**config.mk**
```make
export PLATFORM = sky130hd
export DESIGN_NAME = cfgm_seq
export DESIGN_NICKNAME = d
export VERILOG_FILES = /design/src/rtl/cfgm_pkg.sv /design/src/rtl/cfgm_regs.sv /design/src/rtl/cfgm_mode_fsm.sv /design/src/rtl/cfgm_data_gate.sv /design/src/rtl/cfgm_seq.sv
export SDC_FILE = /design/constraint.sdc
export NUM_CORES = 1
export LEC_CHECK = 0
export BUFFER_PORTS_ARGS = -buffer_cell sky130_fd_sc_hd__buf_2
export CORE_MARGIN = 2
export CORE_UTILIZATION = 43
export DETAILED_ROUTE_END_ITERATION = 8
export PLACE_DENSITY = 0.8
export SYNTH_ARGS = -nofsm -noshare
export SYNTH_HDL_FRONTEND = slang
export SYNTH_SLANG_ARGS = --single-unit
```
**constraint.sdc**
```tcl
create_clock -name clk -period 3.9 [get_ports clk]
set_input_delay 0.78 -clock clk [delete_from_list [all_inputs] [get_ports clk]]
set_output_delay 0.78 -clock clk [all_outputs]
set_load 0.01 [all_outputs]
```
**src/rtl/cfgm_pkg.sv**
```systemverilog
package cfgm_pkg;

    localparam int WORD_W   = 32;
    localparam int BE_W     = WORD_W / 8;
    localparam int MSEL_W   = 5;
    localparam int MODE_W   = 3;

    localparam logic [3:0] STATUS_OFS = 4'h0;
    localparam logic [3:0] CTRL_OFS   = 4'h4;

    localparam int ERR_BIT   = 8;
    localparam int MSEL_LSB  = 3;
    localparam logic [WORD_W-1:0] CTRL_MASK  = 32'h0000_03C7;
    localparam logic [WORD_W-1:0] CTRL_RESET = 32'h0000_0002;

    typedef enum logic [MODE_W-1:0] {
        MODE_OFF    = 3'd0,
        MODE_RESET  = 3'd1,
        MODE_CONFIG = 3'd2,
        MODE_INIT   = 3'd3,
        MODE_USER   = 3'd4
    } cfg_mode_e;

    typedef struct packed {
        logic       width32;
        logic       win_en;
        logic [1:0] ratio;
        logic       pull;
        logic       nce;
        logic       en;
    } ctrl_t;

    function automatic ctrl_t word_to_ctrl(input logic [WORD_W-1:0] w);
        ctrl_t c;
        c.en      = w[0];
        c.nce     = w[1];
        c.pull    = w[2];
        c.ratio   = w[7:6];
        c.win_en  = w[8];
        c.width32 = w[9];
        return c;
    endfunction

    function automatic logic [WORD_W-1:0] ctrl_to_word(input ctrl_t c);
        logic [WORD_W-1:0] w;
        w      = '0;
        w[0]   = c.en;
        w[1]   = c.nce;
        w[2]   = c.pull;
        w[7:6] = c.ratio;
        w[8]   = c.win_en;
        w[9]   = c.width32;
        return w;
    endfunction

    function automatic logic [3:0] ratio_clks(input logic [1:0] code);
        return 4'd1 << code;
    endfunction

endpackage

```
**src/rtl/cfgm_regs.sv**
```systemverilog
module cfgm_regs
    import cfgm_pkg::*;
#(
    parameter int ADDR_W = 4
) (
    input  logic                clk,
    input  logic                rst,
    input  logic                reg_wr,
    input  logic [ADDR_W-1:0]   reg_addr,
    input  logic [WORD_W-1:0]   reg_wdata,
    input  logic [MSEL_W-1:0]   msel_pins,
    input  cfg_mode_e           mode,
    input  logic                drop_err,
    output ctrl_t               ctrl,
    output logic                err_flag,
    output logic [WORD_W-1:0]   reg_rdata
);

    logic hit_status;
    logic hit_ctrl;
    logic err_clr;
    logic [WORD_W-1:0] status_word;

    assign hit_status = (reg_addr == ADDR_W'(STATUS_OFS));
    assign hit_ctrl   = (reg_addr == ADDR_W'(CTRL_OFS));
    assign err_clr    = reg_wr && hit_status && reg_wdata[ERR_BIT];

    always_ff @(posedge clk) begin
        if (rst) begin
            ctrl <= word_to_ctrl(CTRL_RESET);
        end else if (reg_wr && hit_ctrl) begin
            ctrl <= word_to_ctrl(reg_wdata & CTRL_MASK);
        end
    end

    always_ff @(posedge clk) begin
        if (rst) begin
            err_flag <= 1'b0;
        end else if (drop_err) begin
            err_flag <= 1'b1;
        end else if (err_clr) begin
            err_flag <= 1'b0;
        end
    end

    always_comb begin
        status_word                            = '0;
        status_word[MODE_W-1:0]                = mode;
        status_word[MSEL_LSB+MSEL_W-1:MSEL_LSB] = msel_pins;
        status_word[ERR_BIT]                   = err_flag;
    end

    always_comb begin
        if (hit_status)    reg_rdata = status_word;
        else if (hit_ctrl) reg_rdata = ctrl_to_word(ctrl);
        else               reg_rdata = '0;
    end

    // the error flag holds until a write-one-clear reaches it
    assert_err_sticky_R9: assert property (@(posedge clk) disable iff (rst)
        err_flag && !err_clr |=> err_flag);

    // no error appears without a dropped write
    assert_err_cause_R9: assert property (@(posedge clk) disable iff (rst)
        !err_flag && !drop_err |=> !err_flag);

endmodule

```
**src/rtl/cfgm_mode_fsm.sv**
```systemverilog
module cfgm_mode_fsm
    import cfgm_pkg::*;
#(
    parameter int TRAIL_PULSES = 4
) (
    input  logic      clk,
    input  logic      rst,
    input  ctrl_t     ctrl,
    input  logic      fab_done,
    input  logic      dclk_pulse,
    output cfg_mode_e mode
);

    localparam int CNT_W = $clog2(TRAIL_PULSES + 1);

    cfg_mode_e        mode_nxt;
    logic             win_seen;
    logic [CNT_W-1:0] trail_cnt;
    logic             trail_full;

    assign trail_full = (trail_cnt == CNT_W'(TRAIL_PULSES));

    always_comb begin
        mode_nxt = mode;
        if (!ctrl.en) begin
            mode_nxt = MODE_OFF;
        end else if (ctrl.pull) begin
            mode_nxt = MODE_RESET;
        end else begin
            unique case (mode)
                MODE_OFF:    mode_nxt = MODE_OFF;
                MODE_RESET:  mode_nxt = MODE_CONFIG;
                MODE_CONFIG: mode_nxt = (win_seen && !ctrl.win_en) ? MODE_INIT : MODE_CONFIG;
                MODE_INIT:   mode_nxt = (trail_full && fab_done) ? MODE_USER : MODE_INIT;
                MODE_USER:   mode_nxt = MODE_USER;
                default:     mode_nxt = MODE_OFF;
            endcase
        end
    end

    always_ff @(posedge clk) begin
        if (rst) mode <= MODE_OFF;
        else     mode <= mode_nxt;
    end

    always_ff @(posedge clk) begin
        if (rst || mode != MODE_CONFIG) win_seen <= 1'b0;
        else if (ctrl.win_en)           win_seen <= 1'b1;
    end

    always_ff @(posedge clk) begin
        if (rst || mode != MODE_INIT)        trail_cnt <= '0;
        else if (dclk_pulse && !trail_full)  trail_cnt <= trail_cnt + 1'b1;
    end

    // the mode field stays within the defined encodings
    assert_mode_legal_R2: assert property (@(posedge clk) disable iff (rst)
        mode inside {MODE_OFF, MODE_RESET, MODE_CONFIG, MODE_INIT, MODE_USER});

    // disable forces power-off on the next edge
    assert_off_when_disabled_R5: assert property (@(posedge clk) disable iff (rst)
        !ctrl.en |=> mode == MODE_OFF);

    // enabled reset pull forces reset on the next edge
    assert_pull_to_reset_R6: assert property (@(posedge clk) disable iff (rst)
        ctrl.en && ctrl.pull |=> mode == MODE_RESET);

    // user mode is never reached while done is low
    assert_hold_init_R11: assert property (@(posedge clk) disable iff (rst)
        mode == MODE_INIT && !fab_done |=> mode != MODE_USER);

    // user mode is entered only from initialisation
    assert_user_from_init_R11: assert property (@(posedge clk) disable iff (rst)
        mode != MODE_INIT && mode != MODE_USER |=> mode != MODE_USER);

    // initialisation is entered only from configuration
    assert_init_from_config_R10: assert property (@(posedge clk) disable iff (rst)
        mode != MODE_CONFIG && mode != MODE_INIT |=> mode != MODE_INIT);

endmodule

```
**src/rtl/cfgm_data_gate.sv**
```systemverilog
module cfgm_data_gate
    import cfgm_pkg::*;
(
    input  logic              clk,
    input  logic              rst,
    input  ctrl_t             ctrl,
    input  cfg_mode_e         mode,
    input  logic              data_wr,
    input  logic [BE_W-1:0]   data_be,
    input  logic [WORD_W-1:0] data_wdata,
    output logic [WORD_W-1:0] fab_data,
    output logic              fab_data_valid,
    output logic              drop_err
);

    logic accept;

    assign accept   = data_wr && ctrl.en && ctrl.win_en &&
                      (mode == MODE_CONFIG) && (&data_be);
    assign drop_err = data_wr && ctrl.en && !accept;

    always_ff @(posedge clk) begin
        if (rst) begin
            fab_data_valid <= 1'b0;
            fab_data       <= '0;
        end else begin
            fab_data_valid <= accept;
            if (accept) fab_data <= data_wdata;
        end
    end

    // nothing is forwarded outside the configuration mode
    assert_fwd_only_config_R8: assert property (@(posedge clk) disable iff (rst)
        mode != MODE_CONFIG |=> !fab_data_valid);

    // a disabled block forwards nothing and flags nothing
    assert_ignore_disabled_R5: assert property (@(posedge clk) disable iff (rst)
        !ctrl.en |-> !drop_err ##1 !fab_data_valid);

    // partial-word writes are never forwarded
    assert_no_partial_R9: assert property (@(posedge clk) disable iff (rst)
        data_wr && !(&data_be) |=> !fab_data_valid);

endmodule

```
**src/rtl/cfgm_seq.sv**
```systemverilog
module cfgm_seq
    import cfgm_pkg::*;
#(
    parameter int ADDR_W       = 4,
    parameter int TRAIL_PULSES = 4
) (
    input  logic                clk,
    input  logic                rst,
    input  logic                reg_wr,
    input  logic [ADDR_W-1:0]   reg_addr,
    input  logic [31:0]         reg_wdata,
    output logic [31:0]         reg_rdata,
    input  logic [4:0]          msel_pins,
    input  logic                fab_done,
    input  logic                dclk_pulse,
    input  logic                data_wr,
    input  logic [3:0]          data_be,
    input  logic [31:0]         data_wdata,
    output logic [31:0]         fab_data,
    output logic                fab_data_valid,
    output logic                fab_nconfig,
    output logic                fab_nce,
    output logic                cfg_width32,
    output logic [3:0]          cfg_ratio_clks
);

    ctrl_t     ctrl;
    cfg_mode_e mode;
    logic      drop_err;
    logic      err_flag;

    cfgm_regs #(.ADDR_W(ADDR_W)) u_regs (
        .clk       (clk),
        .rst       (rst),
        .reg_wr    (reg_wr),
        .reg_addr  (reg_addr),
        .reg_wdata (reg_wdata),
        .msel_pins (msel_pins),
        .mode      (mode),
        .drop_err  (drop_err),
        .ctrl      (ctrl),
        .err_flag  (err_flag),
        .reg_rdata (reg_rdata)
    );

    cfgm_mode_fsm #(.TRAIL_PULSES(TRAIL_PULSES)) u_fsm (
        .clk        (clk),
        .rst        (rst),
        .ctrl       (ctrl),
        .fab_done   (fab_done),
        .dclk_pulse (dclk_pulse),
        .mode       (mode)
    );

    cfgm_data_gate u_gate (
        .clk            (clk),
        .rst            (rst),
        .ctrl           (ctrl),
        .mode           (mode),
        .data_wr        (data_wr),
        .data_be        (data_be),
        .data_wdata     (data_wdata),
        .fab_data       (fab_data),
        .fab_data_valid (fab_data_valid),
        .drop_err       (drop_err)
    );

    assign fab_nconfig    = ~(ctrl.en & ctrl.pull);
    assign fab_nce        = ctrl.nce;
    assign cfg_width32    = ctrl.width32;
    assign cfg_ratio_clks = ratio_clks(ctrl.ratio);

    // the fabric reset request tracks the reset mode entry
    assert_nconfig_reset_R6: assert property (@(posedge clk) disable iff (rst)
        !fab_nconfig |=> mode == MODE_RESET);

    // the error flag is visible only with a prior drop
    assert_err_has_cause_R1: assert property (@(posedge clk) disable iff (rst)
        $rose(err_flag) |-> $past(drop_err));

endmodule

```
### Word level (Yosys, flattened, before mapping)

Cells that the tools add are included.

| operators by class | value |
|---|---|
| $add $sub $neg | 1 |
| eq/ne operators | 8 |
| reduce and logical (&&, ||, !) cells | 21 |
| muxes and demuxes | 8 |
| bitwise logic cells | 3 |
| shift operators | 1 |

Operator list:

| cell | count |
|---|---|
| 32-bit 2-to-1 mux | 1 |
| 3-bit one-hot mux with 4 select lines | 1 |
| 1-bit logical AND | 11 |
| 10-bit 2-to-1 mux | 1 |
| 3-bit by 2-bit equality test with 1-bit output (second input constant) | 2 |
| 3-bit equality test (second input constant) | 2 |
| 3-bit by 2-bit != test with 1-bit output (second input constant) | 2 |
| 4-bit by 3-bit equality test with 1-bit output (second input constant) | 1 |
| 4-bit zero test | 1 |
| 1-bit 2-to-1 mux | 4 |
| 4-bit AND reduction | 1 |
| 1-bit by 2-bit left shift with 4-bit output (first input constant) | 1 |
| 3-bit by 1-bit adder with 3-bit output (second input constant) | 1 |
| 3-bit by 1-bit equality test with 1-bit output (second input constant) | 1 |
| 1-bit zero test | 3 |
| 3-bit 2-to-1 mux | 1 |
| 3-bit OR reduction | 1 |
| 1-bit logical OR | 2 |
| 1-bit NOT | 2 |
| 2-bit nonzero test | 1 |
| 2-bit OR reduction | 1 |
| 1-bit AND | 1 |

| word-level totals | value |
|---|---|
| output and inout bits | 72 |
| register bits after elaboration | 48 |

### Logic depth before layout (Yosys ltp)

Gate-level depths: netlist of the first run.

| logic depth | value |
|---|---|
| word-level depth | 7 |
| mapped depth | 5 |

### Hierarchy

Synthesis of the first run repeated with hierarchy kept, for this count alone.

| unflattened totals | value |
|---|---|
| cell total of the unflattened synthesis | 265 |
| area total of the unflattened synthesis | 2582.5 um2 |

Modules (own cells, without submodules):

| module | times used | cells each | area an instance (um2) |
|---|---|---|---|
| cfgm_data_gate | 1 | 145 | 1515.2 |
| cfgm_regs | 1 | 79 | 698.2 |
| cfgm_mode_fsm | 1 | 36 | 339.1 |
| cfgm_seq | 1 | 5 | 30.0 |

### Least setup slack after synthesis of the first run

OpenSTA, ideal clock, no wires.

| timing path | value |
|---|---|
| kind | input port to output port |
| start | input port reg_addr[1] |
| end | output port reg_rdata[3] |
| arrival time | 1.602 ns |
| stages on the path | 4 |
| setup slack | 1.518 ns |
| cell sequence | or3_1 > clkbuf_1 > nor2_1 > and2_1 |

| between the ends | value |
|---|---|
| word-level cells in the longest chain between the ends | 2 |

RTL lines:

| what | line | RTL |
|---|---|---|
| start: declaration | cfgm_seq.sv:10 | `input logic [ADDR_W-1:0] reg_addr,` |
| 4-bit zero test | cfgm_regs.sv:24 | `assign hit_status = (reg_addr == ADDR_W'(STATUS_OFS));` |
| 32-bit 2-to-1 mux | cfgm_regs.sv:54 | `if (hit_status) reg_rdata = status_word;` |
| end: declaration | cfgm_seq.sv:12 | `output logic [31:0] reg_rdata,` |

Every way passes these cells.

### Final worst setup path of the first run

Ends and elaborated chain as after synthesis.

==> metrics, run 1 <==
hold_buf cts 0; root buffer cell clkbuf_8; worst skew pair latency 0.29 ns; routed wl met2 between 2000 and 2500 um; layout cells sized above 1 32.7%; Fin Setup TNS 0 ns; wl on met1 2170 um; CP startpoint kind primary input; final hold vios 0; Post-DRT Antenna Nets 0; met3 routed WL 421 um; Synth Cell Area 2500 um2; Synth Register Bits 48; number of H-tree levels 2; Async SR Flop Fraction 0%; Synth Flop Type dfxtp_1; DR vias between 2,000 and 2,500; r2r setup slk 2.22 ns; Static Leak 0.00139 uW; Reg-to-Reg End u_gate.fab_data[12]$_SDFFE_PP0P_; crit path kind primary input to output port; Die Height 80.3 um; WP data arrival 1.83 ns; critical path cell sequence buf_2 -> or3_1 -> nor2_1 -> and2_1 -> buf_2; CTS tree yes; Top Layer Used met4; initial core utilization 44.9%; GRT overflow 0; Worst EP required ~3.1 ns; total power 877 uW; CTS Buffer Depth 2; fillcell total 540; total CTS buffers 5; initial antenna violation count 0; crit path time final 2.61 ns; Rel. slew slack about a third; Layout area overhead 22.2%; RSZ-0062 raised after global routing false; cell count after synthesis ~270; power per cell area 287 nW/um2; CP bufs+invs 2; Die W 80.3 um; most frequent cells in the layout buf_2 (107), nand2b_1 (76), dfxtp_1 (48); final instance area 3060 um2; Placer Congestion 0.769; Nets 451; Post-synth EDFFs 0; R2R depth 4; register area share after synthesis a little under two fifths; Synth area leader dfxtp_1; f_max 384 MHz; first-pass GRT wire length approximately 8100 um; slowest stage delay, CP 0.50 ns; Die ar. 6450 um2; commonest non-fill, non-tap cell in the layout buf_2; routed wire length around 5000 um; dpl hpwl ~3700 um; most used cell, CP buf_2; Worst Hold End u_gate.fab_data[29]$_SDFFE_PP0P_; synth top area cells dfxtp_1 (38%), nand2b_1 (19%), mux2i_1 (18%); drt pass-1 iters 4; routed length per instance 11.4 um; DRC 0; hold path cells 2; Site Rows 27; PortBufs 107; CP endpoint kind output port; area of the core 5570 um2; worst r2r src u_fsm.mode[1]$_SDFF_PP0_; yosys warns 0; critical path's top delay family simple AND/OR/NAND/NOR gates; largest net degree at the start of global routing 84; Mean Syn Cell Area 9.41 um2; post-CTS repair timing setup buffer count 0; Slew @ Worst Pin roughly 1 ns; Pins Over Slew Limit 0; Hold WC Path Type flop to flop; final setup fails 0; startpoint of the worst hold path u_gate.fab_data[29]$_SDFFE_PP0P_; Final WS setup 1.29 ns; Yosys cell types 34; clock-pin transition on the worst setup and hold timing paths 0.09 ns; CP max-delay cell or3_1; Via density about 4.6; max_cap viols 0; Total GRT Usage between 10% and 20%; critical path fanouts, max 8; Iter 0 DRT Violations 72; Synth top area share 38.4%; post_cts resized 0; diodes inserted 0; vias in the first global route about 1,900; VDD IR max 132 uV; final setup skew between 0.006 and 0.007 ns; Placement Cell Area 2970 um2; dpl ws 1.29 ns; period utilization 66.8%; status finished, final reports clean; # IOs 155; clock sink count 48; Crit. path cell count 5
[worst max-delay path by stage]
stage,endpoint,startpoint
floorplan,reg_rdata[3],reg_addr[1]
global placement,reg_rdata[3],reg_addr[1]
detailed placement,reg_rdata[3],reg_addr[1]
CTS,reg_rdata[3],reg_addr[1]
global route,reg_rdata[3],reg_addr[1]
finish,reg_rdata[3],reg_addr[1]
[state kept, by name, summed over array words and instances (netlist names)]
signal / count
u_fsm.win_seen: 1
u_regs.err_flag: 1
u_fsm.mode: 3
u_fsm.trail_cnt: 3
u_gate.fab_data_valid: 1
u_gate.fab_data: 32
u_regs.ctrl: 7
[cell type report]
| class | count | area (um2) | share of cell area, % |
|---|---|---|---|
| inverter | 2 | 7.51 | 0.245 |
| sequential | 48 | 961 | 31.4 |
| multi-input combinational | 200 | 1360 | 44.4 |
| tap | 72 | 90.1 | 2.94 |
| clock buffer | 6 | 82.6 | 2.70 |
| timing repair buffer | 109 | 551 | 18.0 |
| clock inverter | 2 | 10.0 | 0.327 |
[worst min-delay path: cells and delay by family, from the launching register on]
| family | cells | cell delay [ns] |
|---|---|---|
| DFF | 1 | 0.32 |
| muxes | 1 | 0.05 |
| and+or+nand+nor | 1 | 0.06 |
[synth_stat cells (all sizes together), types with 2 or more instances]
library cell   n
inv            2
mux2i         46
buf           26
nor3           5
and3           3
or3b           2
dfxtp         48
and2           4
nand2          5
or3            2
nor2b          3
clkbuf        11
nand2b        76
ha             2
nand3          2
nand4          2
nor2          14
[power by group]
part / internal [uW] / switching (uW)
clock: 142 / 161
sequential: 491 / 1.26
combinational: 42.7 / 39.9
total: 675 / 202
[metrics by stage]
| step | cells | util, % | hold slack (ns) |
|---|---|---|---|
| 6_report | 439 | 54.9 | 0.473 |
| 5_1_grt | 439 | 54.9 | 0.498 |
| 4_1_cts | 439 | 54.9 | 0.477 |
| 3_5_place_dp | 431 | 53.2 | 0.462 |
| 3_3_place_gp | 431 | 53.2 | 0.455 |
| 2_1_floorplan | 287 | - | 0.457 |
[metal layers]
layer,track usage (%),vias up
li1,-,1026
met1,18.6,895
met2,27.6,83
met3,4.94,5
met4,3.56,0
met5,0,-
[kinds of logic after synthesis]
logic type / count (synthesis) / synth area share, %
compound gates: 7 / 1.95
other cells: 1 / 0.150
xor+xnor: 1 / 0.350
fa+ha+maj: 2 / 0.999
simple gates: 122 / 29.2
mux: 46 / 18.4
flops: 48 / 38.4
buf+inv: 39 / 10.5
Note: power is estimated with default switching activity, not from simulation.
==> inputs of run 2 (changes only) <==
--- a/config.mk
+++ b/config.mk
@@ -5,9 +5,10 @@
 export SDC_FILE = /design/constraint.sdc
 export NUM_CORES = 1
 export LEC_CHECK = 0
+export ABC_AREA = 1
 export BUFFER_PORTS_ARGS = -buffer_cell sky130_fd_sc_hd__buf_2
 export CORE_MARGIN = 2
-export CORE_UTILIZATION = 43
+export CORE_UTILIZATION = 42
 export DETAILED_ROUTE_END_ITERATION = 8
 export PLACE_DENSITY = 0.8
 export SYNTH_ARGS = -nofsm -noshare
==> constraint.sdc (replaced) <==
create_clock -name clk -period 2.4 [get_ports clk]
set_input_delay 0.48 -clock clk [delete_from_list [all_inputs] [get_ports clk]]
set_output_delay 0.48 -clock clk [all_outputs]
set_load 0.01 [all_outputs]
==> metrics, run 2 <==
FF+latch area 961 um2 (unchanged); initial antenna violation count 0 (unchanged); Static Leak 0.00160 uW (+15%); slowest stage delay, CP 0.24 ns (-0.26 ns); hold_buf cts 0 (unchanged); critical path cell sequence buf_2 -> nor2_2 -> nand2_1 -> o21ai_0 -> buf_2; root buffer cell clkbuf_8; global-route met3 utilization 4.64% (-0.31 points); Hold WC Path Type primary input to flop; placed cell count 529 (+23%); Yosys cell types 24 (-29%); Die W 79.6 um (-0.89%); period utilization 77.9%; CP endpoint kind output port; register area share after synthesis 40.0% (+1.7 points); Top reg by flops u_gate.fab_data; most numerous cell in the Yosys netlist nor2_1; first-pass GRT wire length 8870 um (+9.7%); met1 usage 21.5% (+2.9 points); clock-pin transition on the worst setup and hold timing paths 0.09 ns (about the same); CP max-delay cell nor2_2; dpl hpwl 4110 um (+11%); r2r setup slk 1.00 ns (-1.22 ns); Die ar. 6330 um2 (-1.8%); Post-synth EDFFs 0 (unchanged); Mean Syn Cell Area 6.67 um2 (-29%); Total GRT Usage 17.5% (+1.8 points); Final WS setup 0.530 ns (-0.764 ns); Post-DRT Antenna Nets 0 (unchanged); total CTS buffers 5 (unchanged); final hold vios 0 (unchanged); Via density 4.40 (-3.8%); most used cell, CP buf_2; worst r2r src u_fsm.mode[0]$_SDFF_PP0_; Nets 549 (+22%); commonest cells in the netlist nor2_1 (82), nand2_1 (64), inv_1 (50); CTS tree yes; # IOs 155 (unchanged); commonest non-fill, non-tap cell in the layout buf_2; Synth Flop Type dfxtp_1; f_max between 500 and 600 MHz; crit path time final 1.87 ns; max FFs per register 32 (unchanged); top flop regs u_gate.fab_data (32), u_regs.ctrl (7); largest net degree at the start of global routing 33 (-61%); number of H-tree levels 2 (unchanged); dpl ws 0.548 ns (-0.746 ns); routed wire length 5520 um (+11%); synth top area cells dfxtp_1 (40%), nor2_1 (13%), nand2_1 (10%); CTS Buffer Depth 2 (unchanged); vias in the first global route 2,072 (+8.7%); DRC 0 (unchanged); clock sink count 48 (unchanged); critical path's top delay family simple AND/OR/NAND/NOR gates; cell count after synthesis 360 (+35%); status finished, final reports clean; Site Rows 27 (unchanged); fillcell total 553 (+2.4%); yosys warns 0 (unchanged); Reg-to-Reg End u_gate.fab_data[29]$_SDFFE_PP0P_; most frequent cells in the layout buf_2 (107), nor2_1 (81), nand2_1 (64); Fin Setup TNS 0 ns (unchanged); layout cells sized above 1 28.0% (-4.7 points); Worst Hold End u_regs.ctrl[1]$_SDFFE_PP1P_; Async SR Flop Fraction 0% (unchanged); PortBufs 107 (unchanged); VDD IR max 310 uV (+130%); routed length per instance 10.3 um (-9.5%); initial core utilization 43.6% (-1.3 points); Synth Register Bits 48 (unchanged); hold path cells 3 (+1); final setup fails 0 (unchanged); Multi-input gate area 1050 um2 (-23%); Die Height 79.6 um (-0.89%); power per cell area 482 nW/um2 (+68%); startpoint of the worst hold path reg_wdata[1]; Synth top area share 40.0% (+1.7 points); GRT overflow 0 (unchanged); area of the core 5510 um2 (-1.2%); Layout area overhead 23.8%; Iter 0 DRT Violations 72 (unchanged); met2 usage 29.7% (+2.1 points); diodes inserted 0 (unchanged); final setup skew 0.00611 ns (-0.000000300 ns); Synth Cell Area 2400 um2 (-4.1%); WP data arrival 1.39 ns (-0.44 ns); RSZ-0062 raised after global routing false; Placer Congestion 0.738 (-4.0%); max_cap viols 0 (unchanged); CP startpoint kind primary input; worst skew pair latency 0.30 ns (about the same); R2R depth 7 (+3); drt pass-1 iters 4 (unchanged); Worst EP required 1.92 ns (-1.20 ns); Synth area leader dfxtp_1; Pins Over Slew Limit 0 (unchanged); CP bufs+invs 2 (unchanged); crit path kind primary input to output port; post_cts resized 0 (unchanged); critical path fanouts, max 7 (-1); DR vias 2,364 (+18%); Final Non-Filler Cells 537 (+22%); busiest grt layer met2; post-CTS repair timing setup buffer count 0 (unchanged)
==> run 2: cell types whose count changed in the layout (fill, tap and decap cells not counted), sizes merged, moves of 3 or more <==
cell    before  now
o21ai        0    7
nor3         5    0
nor2        14   85
and2         4    0
inv          2   53
nand2b      76    0
nor2b        3    0
mux2i       46    0
a21oi        1    9
and3         3    0
nand3        2   47
nand2        5   65
==> run 2: worst max path at each step <==
| stage | from | endpoint | slack [ns] | cells past startpoint |
|---|---|---|---|---|
| 2_1_floorplan | reg_addr[1] | reg_rdata[1] | 0.76 | 3 |
| 3_3_place_gp | reg_addr[1] | reg_rdata[0] | 0.57 | 5 |
| 3_5_place_dp | reg_addr[1] | reg_rdata[0] | 0.55 | 5 |
| 4_1_cts | reg_addr[1] | reg_rdata[8] | 0.55 | 5 |
| 5_1_grt | reg_addr[1] | reg_rdata[8] | 0.42 | 5 |
| 6_report | reg_addr[1] | reg_rdata[8] | 0.53 | 5 |
==> run 2: logic make-up after synthesis <==
kind of cell               Yosys count  synth area share [%]
AOI/OAI and AO/OA                   20                  4.43
adders and majority gates            2                  1.04
buffers and inverters               90                  19.7
DFF                                 48                  40.0
other                                1                 0.156
and+or+nand+nor                    199                  34.7
==> run 2: through the flow <==
step / cell area [um2] / util [%] / hold WS (ns) / power (uW)
after floorplan: 2480 / - / 0.454 / 909
after global placement: 2870 / 52.2 / 0.459 / 941
after detailed placement: 2870 / 52.2 / 0.466 / 943
after CTS: 2970 / 53.9 / 0.380 / 1450
after global routing: 2970 / 53.9 / 0.403 / 1500
final: 2970 / 53.9 / 0.394 / 1430
==> run 2: per-layer routing <==
metal	part of all wire [%]	vias up	wire [um]
met5	0	-	0
met4	0.63	0	35
met3	8.5	4	470
met2	46	100	2550
met1	45	1006	2460
li1	-	1254	-
==> run 2: tightest hold or removal path, cell delays in order <==
cell and delay, ns:
buf_2 0.08, nand2_1 0.05, nand3_1 0.06
==> run 2: cell type report <==
class | instances | share of cell area [%]
multi-input combinational | 243 | 35.3
tap | 72 | 3.03
clock buffer | 6 | 2.78
inverter | 55 | 6.99
sequential | 48 | 32.4
clock inverter | 2 | 0.505
timing repair buffer | 111 | 19.0
==> run 2: power by group <==
group / internal [uW] / total, uW / switching [uW]
clock: 234 / 507 / 273
sequential: 798 / 799 / 1.85
combinational: 52.0 / 125 / 72.9
total: 1080 / 1430 / 348
